`src/rtl/i2c_am_pkg.sv`:
```
package i2c_am_pkg;

    localparam int AW     = 7;
    localparam int MASK_W = 3;
    localparam int RSV_W  = 4;

    localparam logic [AW-1:0] GC_ADDR        = 7'b0000000;
    localparam logic [AW-1:0] SMB_DEV_ADDR   = 7'b1100001;
    localparam logic [AW-1:0] SMB_HOST_ADDR  = 7'b0001000;
    localparam logic [AW-1:0] SMB_ALERT_ADDR = 7'b0001100;

    typedef enum logic [2:0] {
        HIT_NONE      = 3'd0,
        HIT_PRI       = 3'd1,
        HIT_SEC       = 3'd2,
        HIT_GC        = 3'd3,
        HIT_SMB_DEV   = 3'd4,
        HIT_SMB_HOST  = 3'd5,
        HIT_SMB_ALERT = 3'd6
    } hit_e;

    typedef struct packed {
        logic [AW-1:0]     pri_addr;
        logic              sec_en;
        logic [AW-1:0]     sec_addr;
        logic [MASK_W-1:0] sec_mask;
        logic              gc_en;
        logic              smb_dev_mode;
        logic              smb_host_mode;
        logic              smb_host_en;
        logic              smb_alert_en;
    } am_cfg_t;

    // Address groups the bus keeps for itself (all-zero or all-one upper nibble).
    function automatic logic is_reserved(input logic [AW-1:0] a);
        return (a[AW-1 -: RSV_W] == '0) || (a[AW-1 -: RSV_W] == '1);
    endfunction

endpackage

```
`src/rtl/i2c_am_decode.sv`:
```
module i2c_am_decode
    import i2c_am_pkg::*;
(
    input  logic [AW-1:0] addr,
    input  am_cfg_t       cfg,
    output hit_e          hit
);

    // Per-bit compare qualifier: bit i is compared when i >= mask code.
    logic [AW-1:0] care;
    logic [AW-1:0] diff;

    genvar gi;
    generate
        for (gi = 0; gi < AW; gi++) begin : g_care
            assign care[gi] = (MASK_W'(gi) >= cfg.sec_mask);
            assign diff[gi] = addr[gi] ^ cfg.sec_addr[gi];
        end
    endgenerate

    logic pri_hit, sec_hit, gc_hit, dev_hit, host_hit, alert_hit;
    logic all_ones_code;

    assign all_ones_code = (cfg.sec_mask == '1);

    always_comb begin
        pri_hit   = (addr == cfg.pri_addr);
        if (all_ones_code)
            sec_hit = cfg.sec_en && !is_reserved(addr);
        else
            sec_hit = cfg.sec_en && ((diff & care) == '0);
        gc_hit    = cfg.gc_en && (addr == GC_ADDR);
        dev_hit   = cfg.smb_dev_mode && (addr == SMB_DEV_ADDR);
        host_hit  = cfg.smb_host_mode && cfg.smb_host_en && (addr == SMB_HOST_ADDR);
        alert_hit = cfg.smb_host_mode && cfg.smb_alert_en && (addr == SMB_ALERT_ADDR);
    end

    always_comb begin
        if (pri_hit)        hit = HIT_PRI;
        else if (sec_hit)   hit = HIT_SEC;
        else if (gc_hit)    hit = HIT_GC;
        else if (dev_hit)   hit = HIT_SMB_DEV;
        else if (host_hit)  hit = HIT_SMB_HOST;
        else if (alert_hit) hit = HIT_SMB_ALERT;
        else                hit = HIT_NONE;
    end

endmodule

```
`src/rtl/i2c_am_status.sv`:
```
module i2c_am_status
    import i2c_am_pkg::*;
(
    input  logic clk,
    input  logic rst,
    input  logic vld,
    input  logic rw,
    input  hit_e hit,
    input  logic clr,
    output logic match_pulse,
    output logic ack_req,
    output logic dir,
    output logic flag,
    output hit_e code
);

    logic take;
    assign take = vld && (hit != HIT_NONE);

    always_ff @(posedge clk) begin
        if (rst) begin
            match_pulse <= 1'b0;
            ack_req     <= 1'b0;
            dir         <= 1'b0;
            flag        <= 1'b0;
            code        <= HIT_NONE;
        end else begin
            match_pulse <= take;
            ack_req     <= take;
            if (take) begin
                dir  <= rw;
                code <= hit;
                flag <= 1'b1;
            end else if (clr) begin
                flag <= 1'b0;
            end
        end
    end

    // a request is only ever the echo of a strobe one cycle earlier
    p_ack_after_strobe_r8: assert property (@(posedge clk) disable iff (rst)
        ack_req |-> $past(vld));

    // a match always leaves the flag set
    p_flag_on_match_r8: assert property (@(posedge clk) disable iff (rst)
        match_pulse |-> flag);

    // the flag holds unless cleared
    p_flag_sticky_r10: assert property (@(posedge clk) disable iff (rst)
        ($past(flag) && !$past(clr)) |-> flag);

    // direction and code move only with a match
    p_dir_stable_r9: assert property (@(posedge clk) disable iff (rst)
        !match_pulse |-> ($stable(dir) && $stable(code)));

endmodule

```
`src/rtl/i2c_addr_match.sv`:
```
module i2c_addr_match
    import i2c_am_pkg::*;
(
    input  logic         clk,
    input  logic         rst,
    input  logic         addr_vld,
    input  logic [7:0]   addr_byte,
    input  logic         flag_clr,
    input  logic [6:0]   pri_addr,
    input  logic         sec_en,
    input  logic [6:0]   sec_addr,
    input  logic [2:0]   sec_mask,
    input  logic         gc_en,
    input  logic         smb_dev_mode,
    input  logic         smb_host_mode,
    input  logic         smb_host_en,
    input  logic         smb_alert_en,
    output logic         match_pulse,
    output logic         ack_req,
    output logic         dir,
    output logic         addr_flag,
    output logic [2:0]   hit_code
);

    am_cfg_t cfg;
    hit_e    hit;
    hit_e    code_q;

    assign cfg = '{pri_addr:      pri_addr,
                   sec_en:        sec_en,
                   sec_addr:      sec_addr,
                   sec_mask:      sec_mask,
                   gc_en:         gc_en,
                   smb_dev_mode:  smb_dev_mode,
                   smb_host_mode: smb_host_mode,
                   smb_host_en:   smb_host_en,
                   smb_alert_en:  smb_alert_en};

    i2c_am_decode u_decode (
        .addr (addr_byte[7:1]),
        .cfg  (cfg),
        .hit  (hit)
    );

    i2c_am_status u_status (
        .clk         (clk),
        .rst         (rst),
        .vld         (addr_vld),
        .rw          (addr_byte[0]),
        .hit         (hit),
        .clr         (flag_clr),
        .match_pulse (match_pulse),
        .ack_req     (ack_req),
        .dir         (dir),
        .flag        (addr_flag),
        .code        (code_q)
    );

    assign hit_code = code_q;

    // a recorded match never reports the empty code
    p_code_nonzero_r11: assert property (@(posedge clk) disable iff (rst)
        match_pulse |-> (hit_code != 3'd0));

    // the direction seen after a match is the strobed read/write bit
    p_dir_capture_r8: assert property (@(posedge clk) disable iff (rst)
        match_pulse |-> (dir == $past(addr_byte[0])));

    // primary equality always wins the code
    p_primary_first_r1: assert property (@(posedge clk) disable iff (rst)
        (addr_vld && addr_byte[7:1] == pri_addr) |=> (match_pulse && hit_code == 3'd1));

endmodule

```
`config.mk`:
```
export PLATFORM = sky130hd
export DESIGN_NAME = i2c_addr_match
export DESIGN_NICKNAME = d
export VERILOG_FILES = /design/src/rtl/i2c_am_pkg.sv /design/src/rtl/i2c_am_decode.sv /design/src/rtl/i2c_am_status.sv /design/src/rtl/i2c_addr_match.sv
export SDC_FILE = /design/constraint.sdc
export NUM_CORES = 1
export LEC_CHECK = 0
export BUFFER_PORTS_ARGS = -buffer_cell sky130_fd_sc_hd__buf_4
export CAP_MARGIN = 0
export CORE_MARGIN = 10
export CORE_UTILIZATION = 36
export CTS_CLUSTER_SIZE = 14
export DETAILED_ROUTE_END_ITERATION = 8
export GPL_ROUTABILITY_DRIVEN = 0
export PLACE_DENSITY = 0.83
export SLEW_MARGIN = 20
export SYNTH_ARGS = -nofsm -noshare
export SYNTH_HDL_FRONTEND = slang
export SYNTH_SLANG_ARGS = --single-unit
```
`constraint.sdc`:
```
create_clock -name clk -period 1.8 [get_ports clk]
set_input_delay 0.18 -clock clk [delete_from_list [all_inputs] [get_ports clk]]
set_output_delay 0.18 -clock clk [all_outputs]
set_load 0.01 [all_outputs]
```
Word-level counts from Yosys, hierarchy flattened. Index checks and enable logic that the tools add are counted.

Div/mod/pow operators: 0. Add/sub/neg operators: 0. Bitwise operators: 8. Mux-type cells: 9. $lt $le $gt $ge: 7. $mul: 0. Reductions and logical operators: 16. Shift-type cells: 0. Equal/unequal tests: 6.

Operators with widths (number): two-way mux 3 bit (6); equality test 7 x 4 -> 1 bit (second input constant) (2); zero test 7 bit (2); greater-or-equal comparator 3 bit (first input constant) (3); logical AND 1 bit (9); AND 7 bit (1); equality test 7 bit (1); equality test 7 bit (second input constant) (1); bitwise XOR 1 bit (7); greater-or-equal comparator 1 x 3 -> 1 bit (first input constant) (2); greater-or-equal comparator 2 x 3 -> 1 bit (first input constant) (2); equality test 4 bit (second input constant) (1); zero test 4 bit (1); equality test 3 bit (second input constant) (1); two-way mux 1 bit (3); nonzero test 3 bit (1); nonzero test 2 bit (1); zero test 1 bit (1); logical OR 1 bit (1).

Bits in writable memories: 0. Memories kept: 0. Output and inout bits: 7. ROM bits: 0. Bits in latches: 0. Input bits: 35. Bits in registers: 6. Word-level logic and storage cells: 50.

Logic depth before layout (Yosys ltp).
Depth in word-level cells: 11. Mapped depth: 7. Gate-level depth less buffers: 6.

Modules after synthesis. From an unflattened synthesis, not the netlist that was laid out.

Cells, all modules: 74. Area, all modules: 575.6 um^2.

By module, submodules not included: i2c_am_decode (sequential area each 0.0 um^2, area an instance 349.1 um^2, times used 1, cells each 52); i2c_am_status (sequential area each 120.1 um^2, area an instance 226.5 um^2, times used 1, cells each 22).

Least setup slack after synthesis. No wires, ideal clock.

Path kind: in2reg. Start point: in addr_byte[4]. End point: reg u_status.code[1]. Setup slack: -0.156 ns. Arrival: 1.884 ns. Library setup time: 0.072 ns. Required time: 1.728 ns. Path buffers: 1. Stages: 7. Cell sequence: buf_6 or4_1 a211o_1 o211ai_2 nor2_2 o41ai_2 mux2i_1.

Longest elaborated chain between the ends: 10. Elaborated cells between the ends (all ways): 27. Those cells by class: eq/ne: 5; mux: 7; bitwise: 2; reduce/logical: 13.

Ends and longest elaborated chain: from (decl) (line i2c_addr_match.sv:7) `input logic [7:0] addr_byte,`; equality test 7 x 4 -> 1 bit (line i2c_am_decode.sv:35) `alert_hit = cfg.smb_host_mode && cfg.smb_alert_en && (addr == SMB_ALERT_ADDR);`; logical AND 1 bit (line i2c_am_decode.sv:35); two-way mux 3 bit (line i2c_am_decode.sv:44) `else if (alert_hit) hit = HIT_SMB_ALERT;`; two-way mux 3 bit (line i2c_am_decode.sv:43) `else if (host_hit) hit = HIT_SMB_HOST;`; two-way mux 3 bit (line i2c_am_decode.sv:42) `else if (dev_hit) hit = HIT_SMB_DEV;`; two-way mux 3 bit (line i2c_am_decode.sv:41) `else if (gc_hit) hit = HIT_GC;`; two-way mux 3 bit (line i2c_am_decode.sv:40) `else if (sec_hit) hit = HIT_SEC;`; two-way mux 3 bit * (line i2c_am_decode.sv:39) `if (pri_hit) hit = HIT_PRI;`; nonzero test 3 bit (line i2c_am_status.sv:18) `assign take = vld && (hit != HIT_NONE);`; logical AND 1 bit (line i2c_am_status.sv:18); to (signal assigned) (line i2c_am_status.sv:32) `code <= hit;`; to (decl) (line i2c_am_status.sv:14) `output hit_e code`.

Mark *: on every way between the ends. The rest lies on a longest branch, timed or not. A chain may end at the register's enable or synchronous reset.

Worst setup path after layout.
Start point: in addr_byte[7]. End point: reg u_status.dir.

Longest elaborated chain between the ends: 10. Elaborated cells between the ends (all ways): 27. Those cells by class: eq/ne: 5; mux: 7; bitwise: 2; reduce/logical: 13.

Ends and longest elaborated chain: equality test 7 x 4 -> 1 bit (line i2c_am_decode.sv:35); logical AND 1 bit (line i2c_am_decode.sv:35); two-way mux 3 bit (line i2c_am_decode.sv:44); two-way mux 3 bit (line i2c_am_decode.sv:43); two-way mux 3 bit (line i2c_am_decode.sv:42); two-way mux 3 bit (line i2c_am_decode.sv:41); two-way mux 3 bit (line i2c_am_decode.sv:40); two-way mux 3 bit * (line i2c_am_decode.sv:39); nonzero test 3 bit * (line i2c_am_status.sv:18); logical AND 1 bit * (line i2c_am_status.sv:18); to (signal assigned) (line i2c_am_status.sv:31) `dir <= rw;`; to (decl) (line i2c_am_status.sv:12) `output logic dir,`.

Marks and branches as above.

==> impl_metrics.tcl <==
set metrics [dict create \
    status "complete, no violations" \
    antennaDiodeCount 0 \
    grtUsageTotal_pct 11.8 \
    rrSetupSlack_ns 0.85 \
    pin_count 42 \
    grt_max_degree 10 \
    hold_path_depth 2 \
    synth_top_family_by_area "simple AND/OR/NAND/NOR gates" \
    fin_tns_setup_ns 0 \
    hp-class "primary input to flop" \
    grt_pass1_vias 774 \
    vias 722 \
    yosys.area_share.simple_pct 26.5 \
    fin_crit_sh_pct 93.9 \
    antenna_found_initial 0 \
    synth_fa_ha_area_share_pct 0 \
    die_h_um 61.4 \
    drt_iter0_drc 6 \
    p_total_uw 426 \
    path_class "primary input to flop" \
    fp.dieW_um 61.4 \
    port_buffers 41 \
    tightestPinTransition_ns 0.375 \
    max_freq_ghz 0.591 \
    synthXorXnorAreaFrac_pct 19.8 \
    worstPathArrival_ns 1.82 \
    endpoint_kind "flop" \
    yosysTopAreaCell "dfxtp_1" \
    final_nets 159 \
    multi_input_area_sq_um 475 \
    cts_buffers 3 \
    final_cell_mix "buf_4 (48), xor2_1 (9), nand2b_1 (7), dfxtp_1 (6), xnor2_1 (5)" \
    ctsLongestPathBuffers 2 \
    regArea_sq_um 120 \
    drt-total-wl_um 2150 \
    grt_pass1_wl_um 3430 \
    startpoint_type "primary input" \
    core_region_area_sq_um 1560 \
    r2r-end "u_status.code[0]" \
    reg2reg_from "u_status.code[0]" \
    yosysUniqueCellTypes 32 \
    ir_drop_mv 0.299 \
    post-route-util_pct 64.5 \
    report.final.slew_viol_count 0 \
    cts_sinks 6 \
    critPathRequiredTime_ns 1.93 \
    gr-total-overflow 0 \
    ys_top_cells_by_area "dfxtp_1 (19%), xor2_1 (13%), nand2b_1 (7.1%)" \
    drtPass1Iterations 4 \
    yosysTopAreaCellShare_pct 19.4 \
    dp_hpwl_um 1900 \
    rr_worst_depth 3 \
    rows 14 \
    cellPowerDensity_nw_per_um2 424 \
    post-cts-setup-buffer-count 0 \
    fin_crit_ns 1.69 \
    antenna_left 0 \
    synth_compound_gate_area_share_pct 22.3 \
    finalSetupViolCount 0 \
    clk_pin_slew_ns 0.04 \
    ys_warn_count 0 \
    cp-startpoint "addr_byte[7]" \
    leakagePower_nw 0.445 \
    synthCells 75 \
    cp_max_fo 3 \
    ys_seq_area_share_pct 19.4 \
    yosys-mux-area-fraction_pct 6.48 \
    syn_to_final_growth_pct 62.8 \
    grt_setup_unrepaired "no" \
    via_per_inst 5.23 \
    slew_headroom_pct 75.0 \
    syn_nets 110 \
    fin_ws_ns 0.109 \
    crit_end "u_status.dir" \
    cts_tree "done" \
    h-tree-depth 1 \
    fillers 137 \
    layout_commonest_cell "buf_4" \
    clk-insertion-delay-late_ns 0.24 \
    cts_root_buf "clkbuf_4" \
    die_area_sq_um 3770 \
    syn_area_sq_um 618 \
    wl_per_cell_um 15.6 \
    clock-skew-final_ns 0 \
    synth.avg_cell_area_sq_um 8.24 \
    finalHoldViolations 0 \
    pre_cts_ws_ns -0.171 \
    cap_violations 0 \
    route.detailed.drc 0 \
    drive_gt1_share_pct 45.1 \
    synth_seq_cells 6 \
    start_util_pct 39.6 \
]
## flip-flops by register name, indices dropped and copies added (netlist names)
register / count
u_status.code: 3
u_status.flag: 1
u_status.dir: 1
u_status.match_pulse: 1
## cell usage after synthesis
library cell  n
a31oi_1       1
dfxtp_1       6
buf_4         1
o211ai_1      1
nand2b_1      7
nor2_1        4
buf_1         1
nand3b_1      2
or4_1         2
o211ai_2      1
o22ai_1       2
nor2_2        1
nor4_1        1
nand3_1       1
a211o_1       1
nor3_1        1
o32ai_1       1
mux2i_1       4
inv_1         2
nand4_1       4
o21ai_0       1
a21oi_1       4
buf_6         1
a211oi_1      1
xor2_1        9
o41a_1        1
xnor2_1       5
nand2_1       4
clkbuf_1      1
or3_1         2
o41ai_2       1
a31oi_4       1
## worst min-delay path by stage
stage                     startpoint              endpoint
after floorplan             addr_vld  u_status.match_pulse
after global placement           rst         u_status.flag
after detailed placement         rst         u_status.flag
after CTS                        rst      u_status.code[0]
after global routing             rst         u_status.flag
final                            rst  u_status.match_pulse
## metal layers
layer,track usage (%),wire [um]
met1,12.3,796
met2,23.1,1240
met3,2.88,95
met4,2.87,20
met5,0,0
## metrics by stage
stage / hold slack (ns) / std cells / area (sq um)
after floorplan: 0.320 / 75 / 618
after global placement: 0.403 / 135 / 972
after detailed placement: 0.406 / 135 / 972
after CTS: 0.156 / 138 / 995
after global routing: 0.155 / 138 / 1010
final: 0.165 / 138 / 1010
## area by class of cell
cell class | instances | area share (%)
timing repair buffer | 48 | 35.8
sequential | 6 | 11.9
multi-input combinational | 63 | 47.3
clock buffer | 3 | 2.24
inverter | 2 | 0.746
tap | 16 | 1.99
## cells by family (layout without fill, tap and decap cells)
logic type,after synthesis,after routing
multiplexers,4,4
AO/OA/AOI/OAI,16,16
flip-flops,6,6
buffers and inverters,6,53
XOR/XNOR,14,14
AND/OR/NAND/NOR,29,29
## critical path: stages
cell	delay, ns
buf_4	0.11
or4_1	0.52
a211o_1	0.29
o211ai_2	0.09
nor2_2	0.09
o41a_1	0.41
mux2i_1	0.13
## power breakdown
part	internal, mW	leakage, nW	switching (mW)
registers	0.136	0.0485	0.00149
clock network	0.0752	0.0138	0.0452
logic	0.0971	0.383	0.0711
total	0.309	0.445	0.118
## timing repair
item	CTS	global route
endpoints found under the setup margin	0	1
hold buffers	0	0
gates resized for setup	0	1
No activity file was read; power rests on OpenSTA's default activity.
